==> src/rtl/rxq_pkg.sv <==
package rxq_pkg;
  typedef struct packed {
    logic wrEn;
    logic rdEn;
    logic rdZero;
  } rxqStrobe_t;
endpackage

==> src/rtl/rxq_ctrl.sv <==
module rxq_ctrl
  import rxq_pkg::*;
#(
  parameter int DEPTH    = 64,
  parameter int CHAR_W   = 16,
  parameter int TRIG_RST = 32,
  localparam int PTR_W   = $clog2(DEPTH),
  localparam int CNT_W   = PTR_W + 1,
  localparam int TMR_W   = CHAR_W + 2
) (
  input  logic              clk,
  input  logic              rstN,
  input  logic              rxEnable,
  input  logic              rxDisable,
  input  logic              rxReset,
  input  logic              pushReq,
  input  logic              popReq,
  input  logic              trigWr,
  input  logic [CNT_W-1:0]  trigIn,
  input  logic [CHAR_W-1:0] charTime,
  input  logic              clrOverrun,
  input  logic              clrTimeout,
  output rxqStrobe_t        strb,
  output logic [PTR_W-1:0]  wrIdx,
  output logic [PTR_W-1:0]  rdIdx,
  output logic [CNT_W-1:0]  fillCount,
  output logic              emptyFlag,
  output logic              fullFlag,
  output logic              trigFlag,
  output logic              overrunIrq,
  output logic              timeoutIrq
);
  localparam logic [CNT_W-1:0] FULL_CNT = CNT_W'(DEPTH);

  logic [PTR_W-1:0] wptr;
  logic [CNT_W-1:0] cnt, nextCnt, trigLvl;
  logic [TMR_W-1:0] idleTmr;
  logic enabled, isFull, pushAcc, pushOvr, popAcc, popHit, expire;

  assign enabled = rxEnable & ~rxDisable;
  assign isFull  = (cnt == FULL_CNT);
  assign pushAcc = enabled & pushReq & ~isFull & ~rxReset;
  assign pushOvr = enabled & pushReq & isFull & ~rxReset;
  assign popAcc  = enabled & popReq & ~rxReset;
  assign popHit  = popAcc & (cnt != '0);
  assign expire  = ~rxReset & ~pushAcc & (idleTmr == TMR_W'(1));

  always_comb begin
    case ({pushAcc, popHit})
      2'b10:   nextCnt = cnt + CNT_W'(1);
      2'b01:   nextCnt = cnt - CNT_W'(1);
      default: nextCnt = cnt;
    endcase
  end

  assign wrIdx       = wptr;
  assign rdIdx       = wptr - cnt[PTR_W-1:0];
  assign strb.wrEn   = pushAcc;
  assign strb.rdEn   = popAcc;
  assign strb.rdZero = (cnt == '0);
  assign fillCount   = cnt;

  // threshold register
  always_ff @(posedge clk or negedge rstN) begin
    if (!rstN)       trigLvl <= CNT_W'(TRIG_RST);
    else if (trigWr) trigLvl <= trigIn;
  end

  // pointer, count and status flags
  always_ff @(posedge clk or negedge rstN) begin
    if (!rstN) begin
      wptr <= '0; cnt <= '0;
      emptyFlag <= 1'b1; fullFlag <= 1'b0; trigFlag <= 1'b0;
    end else if (rxReset) begin
      wptr <= '0; cnt <= '0;
      emptyFlag <= 1'b1; fullFlag <= 1'b0; trigFlag <= 1'b0;
    end else begin
      if (pushAcc) wptr <= wptr + PTR_W'(1);
      cnt <= nextCnt;
      if (pushAcc || popAcc) begin
        emptyFlag <= (nextCnt == '0);
        fullFlag  <= (nextCnt == FULL_CNT);
      end
      if (pushAcc && nextCnt >= trigLvl)     trigFlag <= 1'b1;
      else if (popAcc && nextCnt < trigLvl)  trigFlag <= 1'b0;
    end
  end

  // idle timer
  always_ff @(posedge clk or negedge rstN) begin
    if (!rstN)                  idleTmr <= '0;
    else if (rxReset)           idleTmr <= '0;
    else if (pushAcc)           idleTmr <= {charTime, 2'b00};
    else if (idleTmr != '0)     idleTmr <= idleTmr - TMR_W'(1);
  end

  // sticky causes: a new event wins over a clear in the same cycle
  always_ff @(posedge clk or negedge rstN) begin
    if (!rstN) begin
      overrunIrq <= 1'b0;
      timeoutIrq <= 1'b0;
    end else begin
      overrunIrq <= (overrunIrq & ~clrOverrun) | pushOvr;
      timeoutIrq <= (timeoutIrq & ~clrTimeout) | expire;
    end
  end

  AST_COUNT_BOUND: assert property (@(posedge clk) disable iff (!rstN)
    cnt <= FULL_CNT);
  AST_FULL_OVERRUN: assert property (@(posedge clk) disable iff (!rstN)
    (enabled && pushReq && isFull && !rxReset) |=> overrunIrq);
  AST_GATED_HOLD: assert property (@(posedge clk) disable iff (!rstN)
    (!enabled && !rxReset) |=> $stable(cnt));
  AST_EMPTY_TRUE: assert property (@(posedge clk) disable iff (!rstN)
    emptyFlag |-> (cnt == '0));
  AST_PAIR_KEEPS: assert property (@(posedge clk) disable iff (!rstN)
    (pushAcc && popHit) |=> $stable(cnt));
  AST_IDLE_FIRE: assert property (@(posedge clk) disable iff (!rstN)
    (idleTmr == TMR_W'(1) && !pushAcc && !rxReset) |=> timeoutIrq);
endmodule

==> src/rtl/rxq_datapath.sv <==
module rxq_datapath
  import rxq_pkg::*;
#(
  parameter int DEPTH  = 64,
  parameter int DATA_W = 8,
  localparam int PTR_W = $clog2(DEPTH)
) (
  input  logic              clk,
  input  logic              rstN,
  input  rxqStrobe_t        strb,
  input  logic [PTR_W-1:0]  wrIdx,
  input  logic [PTR_W-1:0]  rdIdx,
  input  logic [DATA_W-1:0] wrByte,
  output logic [DATA_W-1:0] popData
);
  logic [DATA_W-1:0] mem [DEPTH];

  always_ff @(posedge clk) begin
    if (strb.wrEn) mem[wrIdx] <= wrByte;
  end

  always_ff @(posedge clk or negedge rstN) begin
    if (!rstN)          popData <= '0;
    else if (strb.rdEn) popData <= strb.rdZero ? '0 : mem[rdIdx];
  end

  AST_EMPTY_READ_ZERO: assert property (@(posedge clk) disable iff (!rstN)
    (strb.rdEn && strb.rdZero) |=> (popData == '0));
  AST_NO_READ_HOLD: assert property (@(posedge clk) disable iff (!rstN)
    !strb.rdEn |=> $stable(popData));
endmodule

==> src/rtl/uart_rx_queue.sv <==
module uart_rx_queue
  import rxq_pkg::*;
#(
  parameter int DEPTH    = 64,
  parameter int DATA_W   = 8,
  parameter int CHAR_W   = 16,
  parameter int TRIG_RST = 32,
  localparam int PTR_W   = $clog2(DEPTH),
  localparam int CNT_W   = PTR_W + 1
) (
  input  logic              clk,
  input  logic              rstN,
  input  logic              rxEnable,
  input  logic              rxDisable,
  input  logic              rxReset,
  input  logic              loopMode,
  input  logic              rxValid,
  input  logic [DATA_W-1:0] rxData,
  input  logic              loopValid,
  input  logic [DATA_W-1:0] loopData,
  input  logic              breakDet,
  input  logic              popReq,
  output logic [DATA_W-1:0] popData,
  input  logic              trigWr,
  input  logic [CNT_W-1:0]  trigIn,
  input  logic [CHAR_W-1:0] charTime,
  input  logic              clrOverrun,
  input  logic              clrTimeout,
  output logic [CNT_W-1:0]  fillCount,
  output logic              emptyFlag,
  output logic              fullFlag,
  output logic              trigFlag,
  output logic              overrunIrq,
  output logic              timeoutIrq
);
  rxqStrobe_t        strb;
  logic [PTR_W-1:0]  wrIdx, rdIdx;
  logic              pushReq;
  logic [DATA_W-1:0] wrByte;

  // source select; a break substitutes a zero byte
  always_comb begin
    pushReq = breakDet | (loopMode ? loopValid : rxValid);
    if (breakDet)      wrByte = '0;
    else if (loopMode) wrByte = loopData;
    else               wrByte = rxData;
  end

  rxq_ctrl #(.DEPTH(DEPTH), .CHAR_W(CHAR_W), .TRIG_RST(TRIG_RST)) u_ctrl (
    .clk(clk), .rstN(rstN), .rxEnable(rxEnable), .rxDisable(rxDisable),
    .rxReset(rxReset), .pushReq(pushReq), .popReq(popReq),
    .trigWr(trigWr), .trigIn(trigIn), .charTime(charTime),
    .clrOverrun(clrOverrun), .clrTimeout(clrTimeout),
    .strb(strb), .wrIdx(wrIdx), .rdIdx(rdIdx), .fillCount(fillCount),
    .emptyFlag(emptyFlag), .fullFlag(fullFlag), .trigFlag(trigFlag),
    .overrunIrq(overrunIrq), .timeoutIrq(timeoutIrq)
  );

  rxq_datapath #(.DEPTH(DEPTH), .DATA_W(DATA_W)) u_dp (
    .clk(clk), .rstN(rstN), .strb(strb), .wrIdx(wrIdx), .rdIdx(rdIdx),
    .wrByte(wrByte), .popData(popData)
  );
endmodule

==> config.mk <==
export PLATFORM = sky130hd
export DESIGN_NAME = uart_rx_queue
export DESIGN_NICKNAME = d
export VERILOG_FILES = /design/src/rtl/rxq_pkg.sv /design/src/rtl/rxq_ctrl.sv /design/src/rtl/rxq_datapath.sv /design/src/rtl/uart_rx_queue.sv
export SDC_FILE = /design/constraint.sdc
export NUM_CORES = 1
export LEC_CHECK = 0
export BUFFER_PORTS_ARGS = -buffer_cell sky130_fd_sc_hd__buf_2
export CORE_ASPECT_RATIO = 1.1
export CORE_MARGIN = 4
export CORE_UTILIZATION = 53
export CTS_BUF_LIST = sky130_fd_sc_hd__clkbuf_4 sky130_fd_sc_hd__clkbuf_8 sky130_fd_sc_hd__clkbuf_16
export DETAILED_ROUTE_END_ITERATION = 12
export GPL_ROUTABILITY_DRIVEN = 1
export PLACE_DENSITY = 0.7
export SYNTH_ARGS = -nofsm -noshare
export SYNTH_HDL_FRONTEND = slang
export SYNTH_SLANG_ARGS = --single-unit
==> constraint.sdc <==
create_clock -name clk -period 4.7 [get_ports clk]
set_input_delay 1.41 -clock clk [delete_from_list [all_inputs] [get_ports clk]]
set_output_delay 1.41 -clock clk [all_outputs]
set_load 0.005 [all_outputs]
Word-level counts from Yosys, hierarchy flattened
Memory sizes are Yosys's and may differ from the RTL's.
Index checks and enable logic that the tools add are counted.
{"block": "totals", "in_bits": 52, "ff_bits": 51, "romBits": 0, "ramBits": 512, "mem_count": 1, "latchBits": 0, "elab_cells": 76}
{"block": "classes", "n_mul": 0, "reduce_logical": 11, "shift": 0, "n_eq_ne": 5, "addsub": 5, "order_cmp": 2, "n_bitwise": 22, "div": 0, "muxes": 20}
{"name": "u_dp.mem", "words": 64, "word_bits": 8, "read_ports": 1, "rd_clocked_by_memory_dff": 0, "wr": 1, "line_no": "rxq_datapath.sv:16", "text": "logic [DATA_W-1:0] mem [DEPTH];"}
{"cell": "$mux 18", "count": 3}
{"cell": "$mux 8", "count": 3}
{"cell": "$eq 18x1->1 const B", "count": 1}
{"cell": "$reduce_bool 18->1", "count": 1}
{"cell": "$sub 18x1->18 const B", "count": 1}
{"cell": "$eq 7x7->1 const B", "count": 2}
{"cell": "$logic_not 7->1", "count": 2}
{"cell": "$pmux 7 s2", "count": 1}
{"cell": "$and 1x1->1", "count": 13}
{"cell": "$mux 6", "count": 2}
{"cell": "$mux 1", "count": 10}
{"cell": "$add 7x1->7 const B", "count": 1}
{"cell": "$ge 7x7->1", "count": 1}
{"cell": "$lt 7x7->1", "count": 1}
{"cell": "$mux 7", "count": 1}
{"cell": "$reduce_bool 7->1", "count": 1}
{"cell": "$sub 7x1->7 const B", "count": 1}
{"cell": "$add 6x1->6 const B", "count": 1}
{"cell": "$not 1->1", "count": 6}
{"cell": "$reduce_bool 3->1", "count": 2}
{"cell": "$sub 6x6->6", "count": 1}
{"cell": "$reduce_bool 2->1", "count": 2}
{"cell": "$or 1x1->1", "count": 3}
{"cell": "$eq 2x1->1 const B", "count": 1}
{"cell": "3 further kinds", "count": 4}

Longest topological paths before layout
Gate-level depths: netlist (run 1).
{"block": "logic_depth", "ltp_word": 12, "depth_mapped": 23}

Hierarchy
A second synthesis (run 1) with hierarchy kept.
{"block": "unflattened", "hier_cells": 1275, "area_unflattened_um2": 23271.1}
{"module": "rxq_datapath", "n_inst": 1, "area_each_um2": 20258.2, "cells_per_inst": 932}
{"module": "rxq_ctrl", "n_inst": 1, "area_each_um2": 2870.3, "cells_per_inst": 323}
{"module": "uart_rx_queue", "n_inst": 1, "area_each_um2": 142.6, "cells_per_inst": 20}

Least setup slack after synthesis (run 1)
Ideal clock, no wire load.
{"block": "synth_timing", "kind": "in2reg", "from": "input loopMode", "to": "register u_ctrl.trigFlag", "setup_time_ns": 0.121, "cell_stages": 23, "arrival_time_ns": 5.435, "setup_slack_ns": -0.857, "cell_sequence": "buf_2 -> mux2_1 -> o21ai_1 -> nor2_1 -> and2_1 -> inv_2 -> clkbuf_1 -> ha_1 -> clkbuf_1 -> xor2_1 -> ha_1 -> nand2b_1 -> a21oi_1 -> a2111oi_0 -> xnor2_1 -> ha_1 -> a21oi_1 -> nor2b_1 -> o21ai_0 -> o21ai_0 -> nor2_1 -> o21ai_0 -> o2bb2ai_1"}
{"block": "synth_via", "elab_chain_cells": 11}
{"item": "from (decl)", "line_no": "uart_rx_queue.sv:16", "text": "input logic loopMode,"}
{"item": "$mux 1 *", "line_no": "uart_rx_queue.sv:43", "text": "pushReq = breakDet | (loopMode ? loopValid : rxValid);"}
{"item": "$or 1x1->1 *", "line_no": "uart_rx_queue.sv:43"}
{"item": "$and 1x1->1 * (3 in a row)", "line_no": "rxq_ctrl.sv:42", "text": "assign pushAcc = enabled & pushReq & ~isFull & ~rxReset;"}
{"item": "$eq 2x1->1 / $eq 2x2->1 (equally long branches)", "line_no": "rxq_ctrl.sv:49", "text": "case ({pushAcc, popHit})"}
{"item": "$pmux 7 s2", "line_no": "rxq_ctrl.sv:49"}
{"item": "$ge 7x7->1", "line_no": "rxq_ctrl.sv:84", "text": "if (pushAcc && nextCnt >= trigLvl) trigFlag <= 1'b1;"}
{"item": "$logic_and 1x1->1", "line_no": "rxq_ctrl.sv:84"}
{"item": "$mux 1", "line_no": "rxq_ctrl.sv:84"}
{"item": "$mux 1", "line_no": "rxq_ctrl.sv:74", "text": "end else if (rxReset) begin"}
{"item": "to (signal assigned)", "line_no": "rxq_ctrl.sv:76", "text": "emptyFlag <= 1'b1; fullFlag <= 1'b0; trigFlag <= 1'b0;"}
{"item": "to (signal assigned)", "line_no": "rxq_ctrl.sv:84"}
{"item": "to (signal assigned)", "line_no": "rxq_ctrl.sv:85", "text": "else if (popAcc && nextCnt < trigLvl) trigFlag <= 1'b0;"}
{"item": "to (decl)", "line_no": "rxq_ctrl.sv:29", "text": "output logic trigFlag,"}
Mark *: on every way between the ends. The rest lies on a longest branch, timed or not.
A chain may end at the register's enable or synchronous reset.

Worst setup path after layout (run 1)
Ends and elaborated chain as after synthesis.

==> out/qor.yml, run 1 <==
hold_slack_ns: 0.519
die_height_um: 227
hold_path_depth: 1
layout.nets: 1432
cts-htree-levels: 2
start_util_pct: 54.0
power_switching_w: 0.00254
cts_inserted_buffers: 53
grt_overflow_total: 0
hold_path_class: "reg -> reg"
worstPathRequired_ns: 5.17
synth_top_family_by_area: "multiplexers"
rrSetupSlack_ns: 0.93
tightestPinTransition_ns: 0.934
avgRoutedWirePerCell_um: 24.8
period_minus_slack_ns: 4.16
rsz0062_at_grt: "false"
ant_nets: 0
ys_seq_area_share_pct: 72.3
hold_violations: 0
num_antenna_cells: 0
intPower_w: 0.00860
crit_fanout: 6
met1_length_um: 20500
gp_congestion: 0.817
cts-resized-gates: 0
avgSynthCellArea_sq_um: 19.2
dpl.hpwl_um: 31000
cts_sinks: 563
max_freq_ghz: 0.241
met2WireLength_um: 23400
num_io_pins: 72
yosysWarnings: 0
clkPwrFrac_pct: 37.8
fp.coreArea_sq_mm: 0.0426
setup_tns_ns: 0
cp-start-kind: "primary input"
route.met3.wl_um: 3560
synth_top_area_share_pct: 66.8
setup.worst_path.start: "loopMode"
num-fill-cells: 2924
ys.flop_type: "edfxtp_1"
synthTopCellsByCount: "edfxtp_1 (512), mux4_2 (160), nor2_1 (128), dfrtp_1 (49), clkbuf_1 (42)"
ir_worst_vdd_mv: 0.231
ys_ff_latch: 563
clkLatencyLatePin_ns: 0.59
p_comb_share_pct: 11.7
place_ws_ns: 0.00743
max_slew_margin_pct: 37.6
finalNonFillerCells: 1970
die_area_sq_mm: 0.0468
setup_viol: 0
synth_area_leaders: "edfxtp_1 (67%), mux4_2 (16%), dfrtp_1 (5.3%)"
synthMuxAreaShare_pct: 16.9
syn-num-nets: 1270
vias: 11766
cap_viol_max_count: 0
placedCellCount: 1873
post-synth-top-count-cell: "edfxtp_1"
cts_buffer_depth: 3
total_leakage_power_nw: 8.72
syn_area_sq_mm: 0.0230
cts_tree: "built"
synth_compound_area_share_pct: 2.33
hp-start: "u_dp.popData[0]"
synthCells: 1199
p_seq_share_pct: 50.6
yosys.area_share.simple_pct: 4.51
drive_gt1_share_pct: 32.4
io_buffer_count: 71
area_delta_synth_final_pct: 15.2
critPathCaptureType: "register"
drt_iter0_drc: 1135
async_flop_share_pct: 9.06
worst_slack_ns: 0.543
grt_pass1_vias: 12049
grt_pass1_wl_um: 74500
dieWidth_um: 207
top_layer: "met4"
clockRootBuffer: "clkbuf_16"
grt_max_degree: 65
skew_ns: 0.0343
routed_via_density: 5.97
cts_setup_buffers: 0
clk_pin_slew_ns: 0.07
period_share_pct: 88.4
hold_buffers: 0
ys_types: 57
route.detailed.drc: 0
outcome: "complete, no violations"
drt-pass1-iter-count: 5
path_class: "in -> reg"
synth-xor-area-share_pct: 1.18
rr_worst_depth: 10
synth_largest_area_cell: "edfxtp_1"
synthAdderAreaFrac_pct: 1.07
synth_edf_count: 512
wirelength_um: 48800
rr_startpoint: "u_ctrl.wrIdx[0]"
track_usage_pct: 21.3
netSwitchingFraction_pct: 22.8
core.rowCount: 79
drv_slew: 0
multi_input_area_sq_mm: 0.00614
powerDensity_mw_per_mm2: 420
register_area_sq_mm: 0.0167
antenna_found_initial: 0
arrival_ns: 4.63
-- layout make-up --
class                   instances  share of cell area (%)
clock inverters                29                   0.910
repair buffers                173                    4.51
clock buffers                  68                    5.60
multi-input cells             544                    23.1
flip-flops and latches        563                    62.8
inverters                      26                   0.377
well taps                     567                    2.67
-- worst max-delay path: stages --
cell and delay [ns]:
buf_2 0.12, mux2_4 0.30, o21ai_2 0.19, nor2_1 0.06, and2_4 0.17, inv_4 0.09, ha_4 0.14, xor2_1 0.21
ha_2 0.26, nand2_2 0.09, a2111oi_4 0.40, xnor2_1 0.22, ha_1 0.30, a21oi_1 0.13, nor2b_1 0.06, o21ai_1 0.11
o21ai_1 0.09, nor2_1 0.08, o21ai_1 0.07, o2bb2ai_1 0.12
-- power groups by stage --
stage | clock network, W | registers (W) | logic, W
2_1_floorplan | 0 | 0.00572 | 0.000930
3_3_place_gp | 0 | 0.00573 | 0.00129
3_5_place_dp | 0 | 0.00573 | 0.00131
4_1_cts | 0.00428 | 0.00563 | 0.00132
5_1_grt | 0.00450 | 0.00563 | 0.00142
6_report | 0.00421 | 0.00563 | 0.00130
-- logic make-up (layout without fill, tap and decap cells) --
kind of cell | count (synthesis) | count (layout)
compound gates | 77 | 77
xor+xnor | 31 | 31
fa+ha+maj | 19 | 19
buf+inv | 92 | 296
flops | 563 | 563
mux | 188 | 188
simple gates | 229 | 229
-- metal layers --
metal  vias up  global-route usage (%)
li1       5146                       -
met1      6100                    30.5
met2       429                    34.2
met3        91                    4.05
met4         0                    6.01
met5         -                       0
-- state kept, by name, summed over array words and instances (netlist names) --
register / cells
u_ctrl.overrunIrq: 1
u_ctrl.idleTmr: 18
u_ctrl.fillCount: 7
u_dp.popData: 8
u_ctrl.emptyFlag: 1
u_ctrl.wrIdx: 6
u_dp.mem: 512
u_ctrl.trigLvl: 7
u_ctrl.timeoutIrq: 1
u_ctrl.fullFlag: 1
u_ctrl.trigFlag: 1
-- path summary, 6_finish.rpt --
| check | endpoint |
|---|---|
| worst max-delay path | u_ctrl.trigFlag |
| worst min-delay path | u_dp.popData[0] |
| worst max register to register | u_dp.popData[5] |
| worst min register to register | u_dp.popData[0] |
| max in group asynchronous | u_ctrl.idleTmr[5] |
| min in group asynchronous | u_ctrl.fillCount[0] |
-- placed cells by master, fill, tap and decap left out, types with 7 or more instances in the layout --
cell / n
clkbuf_16: 55
ha_1: 15
clkinv_2: 7
nor2_1: 119
mux2_2: 10
dfrtp_1: 49
clkbuf_4: 11
buf_2: 71
nand3_1: 11
clkinv_1: 14
nor3_1: 15
buf_4: 96
o21ai_0: 13
a211oi_1: 9
nor2b_1: 9
nor2_4: 8
nand2b_1: 7
inv_1: 25
a221o_1: 8
a21oi_1: 15
mux2i_1: 17
xor2_1: 15
xnor2_1: 15
nand2_1: 24
edfxtp_1: 512
mux4_2: 160
-- per-stage QoR --
stage                     util (%)  power, W  area (sq um)
after global placement        58.2   0.00702         24800
final                         62.3    0.0111         26500
after floorplan                  -   0.00665         23100
after global routing          62.3    0.0116         26500
after CTS                     62.3    0.0112         26500
after detailed placement      58.2   0.00704         24800
No activity file was read; power rests on OpenSTA's default activity.
==> run 2: changes to the inputs <==
- BUFFER_PORTS_ARGS: -buffer_cell sky130_fd_sc_hd__buf_2 -> unset
- CTS_BUF_LIST: sky130_fd_sc_hd__clkbuf_4 sky130_fd_sc_hd__clkbuf_8 sky130_fd_sc_hd__clkbuf_16 -> sky130_fd_sc_hd__clkbuf_4 sky130_fd_sc_hd__clkbuf_8
- DONT_BUFFER_PORTS: unset -> 1
- PLACE_DENSITY: 0.7 -> 0.68
- TNS_END_PERCENT: unset -> 20
==> run 2 against run 1 <==
Core utilization is 0.74 points lower. Largest cell class unchanged. Die area stayed put. Clock power hardly changed. Setup slack better by 0.24 ns. Count of clock-buffer cells in the layout is 43 higher. Hold slack worse by 0.078 ns. Combinational power hardly changed. Routed wire length is 4.1% higher. Power is 0.14% higher. Via count is 0.48% higher.
==> out/qor.yml, run 2 (synthesized netlist as in run 1, its figures left out) <==
power_switching_w: 0.00261
cts_inserted_buffers: 87
max_flop_register: "u_dp.mem"
cts_buffer_depth: 3
critPathCaptureType: "register"
tightestPinTransition_ns: 1.15
finalNonFillerCells: 1950
cts_setup_buffers: 0
grt_pass1_vias: 12104
top_regs: "u_dp.mem: 512 flops, u_ctrl.idleTmr: 18 flops, u_dp.popData: 8 flops"
place_ws_ns: 0.188
crit_slowest_cell: "or2_2"
hold_buffers: 0
outcome: "complete, no violations"
rsz0062_at_grt: "false"
wirelength_um: 50800
ir_worst_vdd_mv: 0.198
drive_gt1_share_pct: 31.3
rr_worst_depth: 11
clkPwrFrac_pct: 38.1
total_leakage_power_nw: 8.47
layout_common_cells: "edfxtp_1 (512), mux4_2 (160), nor2_1 (119)"
power_w: 0.0111
drt_iter0_drc: 1132
utilization_pct: 61.5
num_io_pins: 72
dpl.hpwl_um: 32500
cts-resized-gates: 0
setup_viol: 0
hold_slack_ns: 0.441
vias: 11822
grt_max_degree: 65
period_minus_slack_ns: 3.91
placedCellCount: 1796
clkLatencyLatePin_ns: 0.66
max_freq_ghz: 0.255
cp-start-kind: "primary input"
route.detailed.drc: 0
p_comb_share_pct: 11.4
rrSetupSlack_ns: 0.83
track_usage_pct: 22.2
drt-pass1-iter-count: 8
rr_startpoint: "u_ctrl.wrIdx[0]"
skew_ns: 0.0295
num-fill-cells: 2941
crit_fanout: 4
register_area_sq_mm: 0.0167
clockRootBuffer: "clkbuf_8"
max_slew_margin_pct: 23.2
cts-htree-levels: 3
clk_pin_slew_ns: 0.06
timing.rr.end: "u_dp.popData[1]"
start_util_pct: 54.0
die_height_um: 227
multi_input_area_sq_mm: 0.00614
largest_reg_flops: 512
critPathMaxStageDelay_ns: 0.31
final_common_cell: "edfxtp_1"
antenna_found_initial: 1
intPower_w: 0.00854
avgRoutedWirePerCell_um: 26.0
area_delta_synth_final_pct: 13.8
arrival_ns: 4.45
routed_via_density: 6.06
gp_congestion: 0.874
path_cells: "nor2b_1 -> nand2_1 -> or2_2 -> nor2_2 -> ha_4 -> xor2_1 -> ha_2 -> nand2b_1 -> a21oi_1 -> a2111oi_4 -> xnor2_1 -> ha_1 -> a21oi_1 -> nor2b_1 -> o21ai_1 -> o21ai_1 -> nor2_1 -> o21ai_1 -> o2bb2ai_1"
powerDensity_mw_per_mm2: 425
cts_sinks: 563
grt_overflow_total: 0
dieWidth_um: 207
crit_path_frequent_cell: "o21ai_1"
path_class: "in -> reg"
layout.nets: 1389
cts_tree: "built"
num_antenna_cells: 0
worst_slack_ns: 0.785
worstPathRequired_ns: 5.24
grt_pass1_wl_um: 76100
hold_violations: 0
drv_slew: 0
period_share_pct: 83.3
core.rowCount: 79
cap_viol_max_count: 0
netSwitchingFraction_pct: 23.4
io_buffer_count: 0
hold_path_class: "in -> async"
p_seq_share_pct: 50.5
fp.coreArea_sq_mm: 0.0426
ant_nets: 0
die_area_sq_mm: 0.0468
## run 2: changes by cell type in the layout (fill, tap and decap cells not counted), sizes merged
cell and delta:
clkbuf +43, clkinvlp +3, bufinv +4, clkinv +8, buf -77, inv -1
## run 2: critical path, delay by kind of cell
family / cells / cell delay [ns]
compound gates: 7 / 0.86
xor+xnor: 2 / 0.44
fa+ha+maj: 3 / 0.73
simple gates: 7 / 1.02
## run 2: layer usage
metal / track usage, % / wire length (um)
met5: 0 / 0
met4: 7.61 / 1250
met3: 5.44 / 4500
met2: 34.9 / 24400
met1: 31.1 / 20600
## run 2: power groups by stage
stage	Sequential, W	Clock (W)	Combinational, W
after global routing	0.00564	0.00459	0.00139
after floorplan	0.00572	0	0.000930
final	0.00563	0.00424	0.00127
after CTS	0.00563	0.00434	0.00129
after global placement	0.00573	0	0.00127
after detailed placement	0.00573	0	0.00128
## run 2: cell type report
| type | count | area share, % |
|---|---|---|
| multi-input cells | 544 | 23.4 |
| flip-flops and latches | 563 | 63.5 |
| clock inverters | 43 | 1.57 |
| clock buffers | 111 | 5.35 |
| inverters | 26 | 0.382 |
| repair buffers | 96 | 3.04 |
| well taps | 567 | 2.71 |
## run 2: how the worst max path moves through the flow
stage	cells past startpoint	end	slack, ns	start
global route	19	u_ctrl.trigFlag	0.50	rxEnable
CTS	11	u_dp.popData[1]	0.82	u_ctrl.wrIdx[0]
detailed placement	18	u_ctrl.trigFlag	0.19	rxEnable
finish	19	u_ctrl.trigFlag	0.79	rxEnable
global placement	18	u_ctrl.trigFlag	0.19	rxEnable
floorplan	22	u_ctrl.trigFlag	-0.01	loopMode
## run 2: metrics by stage
step                TNS (ns)  cell area (sq um)
floorplan            -0.0137              23100
global placement           0              24400
detailed placement         0              24400
CTS                        0              26200
global route               0              26200
finish                     0              26200
==> run 3: changes to the inputs <==
- PLACE_DENSITY: 0.68 -> 0.71
- clock period: 4.7 -> 3.3 ns (I/O delays scaled with it)
==> run 3 against run 2 <==
The flow now finishes with violations (negative setup slack). Sequential cell count unchanged. First-iteration DRC count about the same. Final cell count rose by 3.6%. Largest cell class unchanged. Critical path type is now reg -> reg. Register-to-register slack worse by 0.97 ns. Clock skew is 0.0088 ns lower. Clock power increased by 29%. Sequential share of layout area is 1.6 points lower. Core utilization grew 1.6 points.
==> out/qor.yml, run 3 (synthesized netlist as in run 1, its figures left out) <==
wirelength_um: 49500
cap_viol_max_count: 0
drt_iter0_drc: 1133
hold_violations: 0
outcome: "finished, violations left"
arrival_ns: 3.96
max_slew_margin_pct: 39.1
antenna_found_initial: 0
hold_path_class: "in -> async"
clockRootBuffer: "clkbuf_8"
num_io_pins: 72
final_common_cell: "edfxtp_1"
placedCellCount: 1866
setup_viol: 9
crit_slowest_cell: "fa_4"
route.detailed.drc: 0
utilization_pct: 63.1
clkLatencyLatePin_ns: 0.65
ant_nets: 0
worst_slack_ns: -0.136
num_antenna_cells: 0
max_freq_ghz: 0.291
top_regs: "u_dp.mem: 512 flops, u_ctrl.idleTmr: 18 flops, u_dp.popData: 8 flops"
cp-start-kind: "register"
routed_via_density: 5.91
die_area_sq_mm: 0.0468
period_share_pct: 104
core.rowCount: 79
grt_overflow_total: 0
dpl.hpwl_um: 32000
dieWidth_um: 207
violations: "negative setup slack"
worstPathRequired_ns: 3.83
power_w: 0.0154
grt_pass1_wl_um: 76300
start_util_pct: 54.0
gp_congestion: 0.877
crit_fanout: 11
finalNonFillerCells: 2021
cts_tree: "built"
hold_slack_ns: 0.185
skew_ns: 0.0206
avgRoutedWirePerCell_um: 24.5
track_usage_pct: 21.8
grt_max_degree: 65
io_buffer_count: 0
drive_gt1_share_pct: 35.6
rsz0062_at_grt: "true"
critPathCaptureType: "register"
powerDensity_mw_per_mm2: 574
ir_worst_vdd_mv: 0.302
drt-pass1-iter-count: 5
clk_pin_slew_ns: 0.06
grt_pass1_vias: 12407
die_height_um: 227
area_delta_synth_final_pct: 16.7
layout_common_cells: "edfxtp_1 (512), mux4_2 (160), buf_4 (151)"
cts_buffer_depth: 3
path_cells: "buf_4 -> ha_4 -> inv_2 -> fa_4 -> buf_12 -> buf_12 -> mux4_2 -> mux4_2 -> mux2i_2 -> buf_4 -> nor2_1 -> a221o_1"
fp.coreArea_sq_mm: 0.0426
path_class: "reg -> reg"
vias: 11940
total_leakage_power_nw: 8.84
max_flop_register: "u_dp.mem"
critPathMaxStageDelay_ns: 0.80
cts_inserted_buffers: 88
cts-htree-levels: 3
period_minus_slack_ns: 3.44
drv_slew: 0
layout.nets: 1468
tightestPinTransition_ns: 0.912
cts_sinks: 563
largest_reg_flops: 512
==> run 3: cell types whose count changed in the layout (fill, tap and decap cells not counted), moves of 4 or more <==
| cell | delta |
|---|---|
| bufinv_16 | -8 |
| buf_12 | +14 |
| buf_4 | +61 |
| clkinv_2 | -6 |
| clkbuf_8 | +4 |
| clkbuf_4 | +4 |
| clkinvlp_4 | -4 |
==> run 3: worst max-delay path: cells and delay by family (launching register included) <==
kind	cells	cell delay, ns
compound gates	1	0.25
fa+ha+maj	2	0.93
buf+inv	5	0.63
flops	1	0.36
mux	3	1.08
simple gates	1	0.03
==> run 3: per-layer routing <==
metal,track usage (%),routed length [um],vias up
li1,-,-,5224
met5,0,0,-
met4,6.36,867,0
met1,31.2,20700,6222
met3,4.22,3480,59
met2,34.9,24400,435
==> run 3: where the power goes <==
group	switching, W	total [W]	internal, W
Clock	0.00255	0.00546	0.00291
Sequential	0.000100	0.00803	0.00793
Combinational	0.00100	0.00194	0.000940
Total	0.00365	0.0154	0.0118
==> run 3: through the flow <==
step / instance area, sq um / worst slack [ns] / TNS [ns]
finish: 26900 / -0.136 / -1.01
global route: 26900 / -0.270 / -1.59
CTS: 26800 / -0.0940 / -0.722
detailed placement: 25100 / -0.743 / -2.66
global placement: 25100 / -0.688 / -1.96
floorplan: 23100 / -0.988 / -2.42
==> run 3: final cells by class <==
cell class	instances	area (sq um)
flip-flops and latches	563	16700
repair buffers	174	1580
clock inverters	28	141
fillers	2864	15700
inverters	26	100
multi-input cells	544	6200
well taps	567	709
clock buffers	119	1490
==> run 3: worst paths after layout <==
kind	from	end	slack, ns	depth (start not counted)
worst max-delay path	u_ctrl.fillCount[0]	u_dp.popData[3]	-0.14	12
worst min-delay path	rstN	u_ctrl.trigLvl[5]	0.18	0
max in group asynchronous	rstN	u_ctrl.idleTmr[3]	2.88	1
worst max register to register	u_ctrl.fillCount[0]	u_dp.popData[3]	-0.14	12
worst min register to register	u_ctrl.trigLvl[5]	u_ctrl.trigLvl[5]	0.52	2
min in group clk	rxReset	u_ctrl.wrIdx[5]	0.41	1
==> run 3: what timing repair did <==
| action | in CTS | in global routing |
|---|---|---|
| setup buffers | 2 | 5 |
| hold buffers | 1 | 0 |
| resized for setup | 4 | 15 |
| pin swaps | 1 | 13 |
| endpoints found under the setup margin | 9 | 9 |
| gates cloned | 0 | 0 |
| hold endpoints to repair | 49 | 0 |
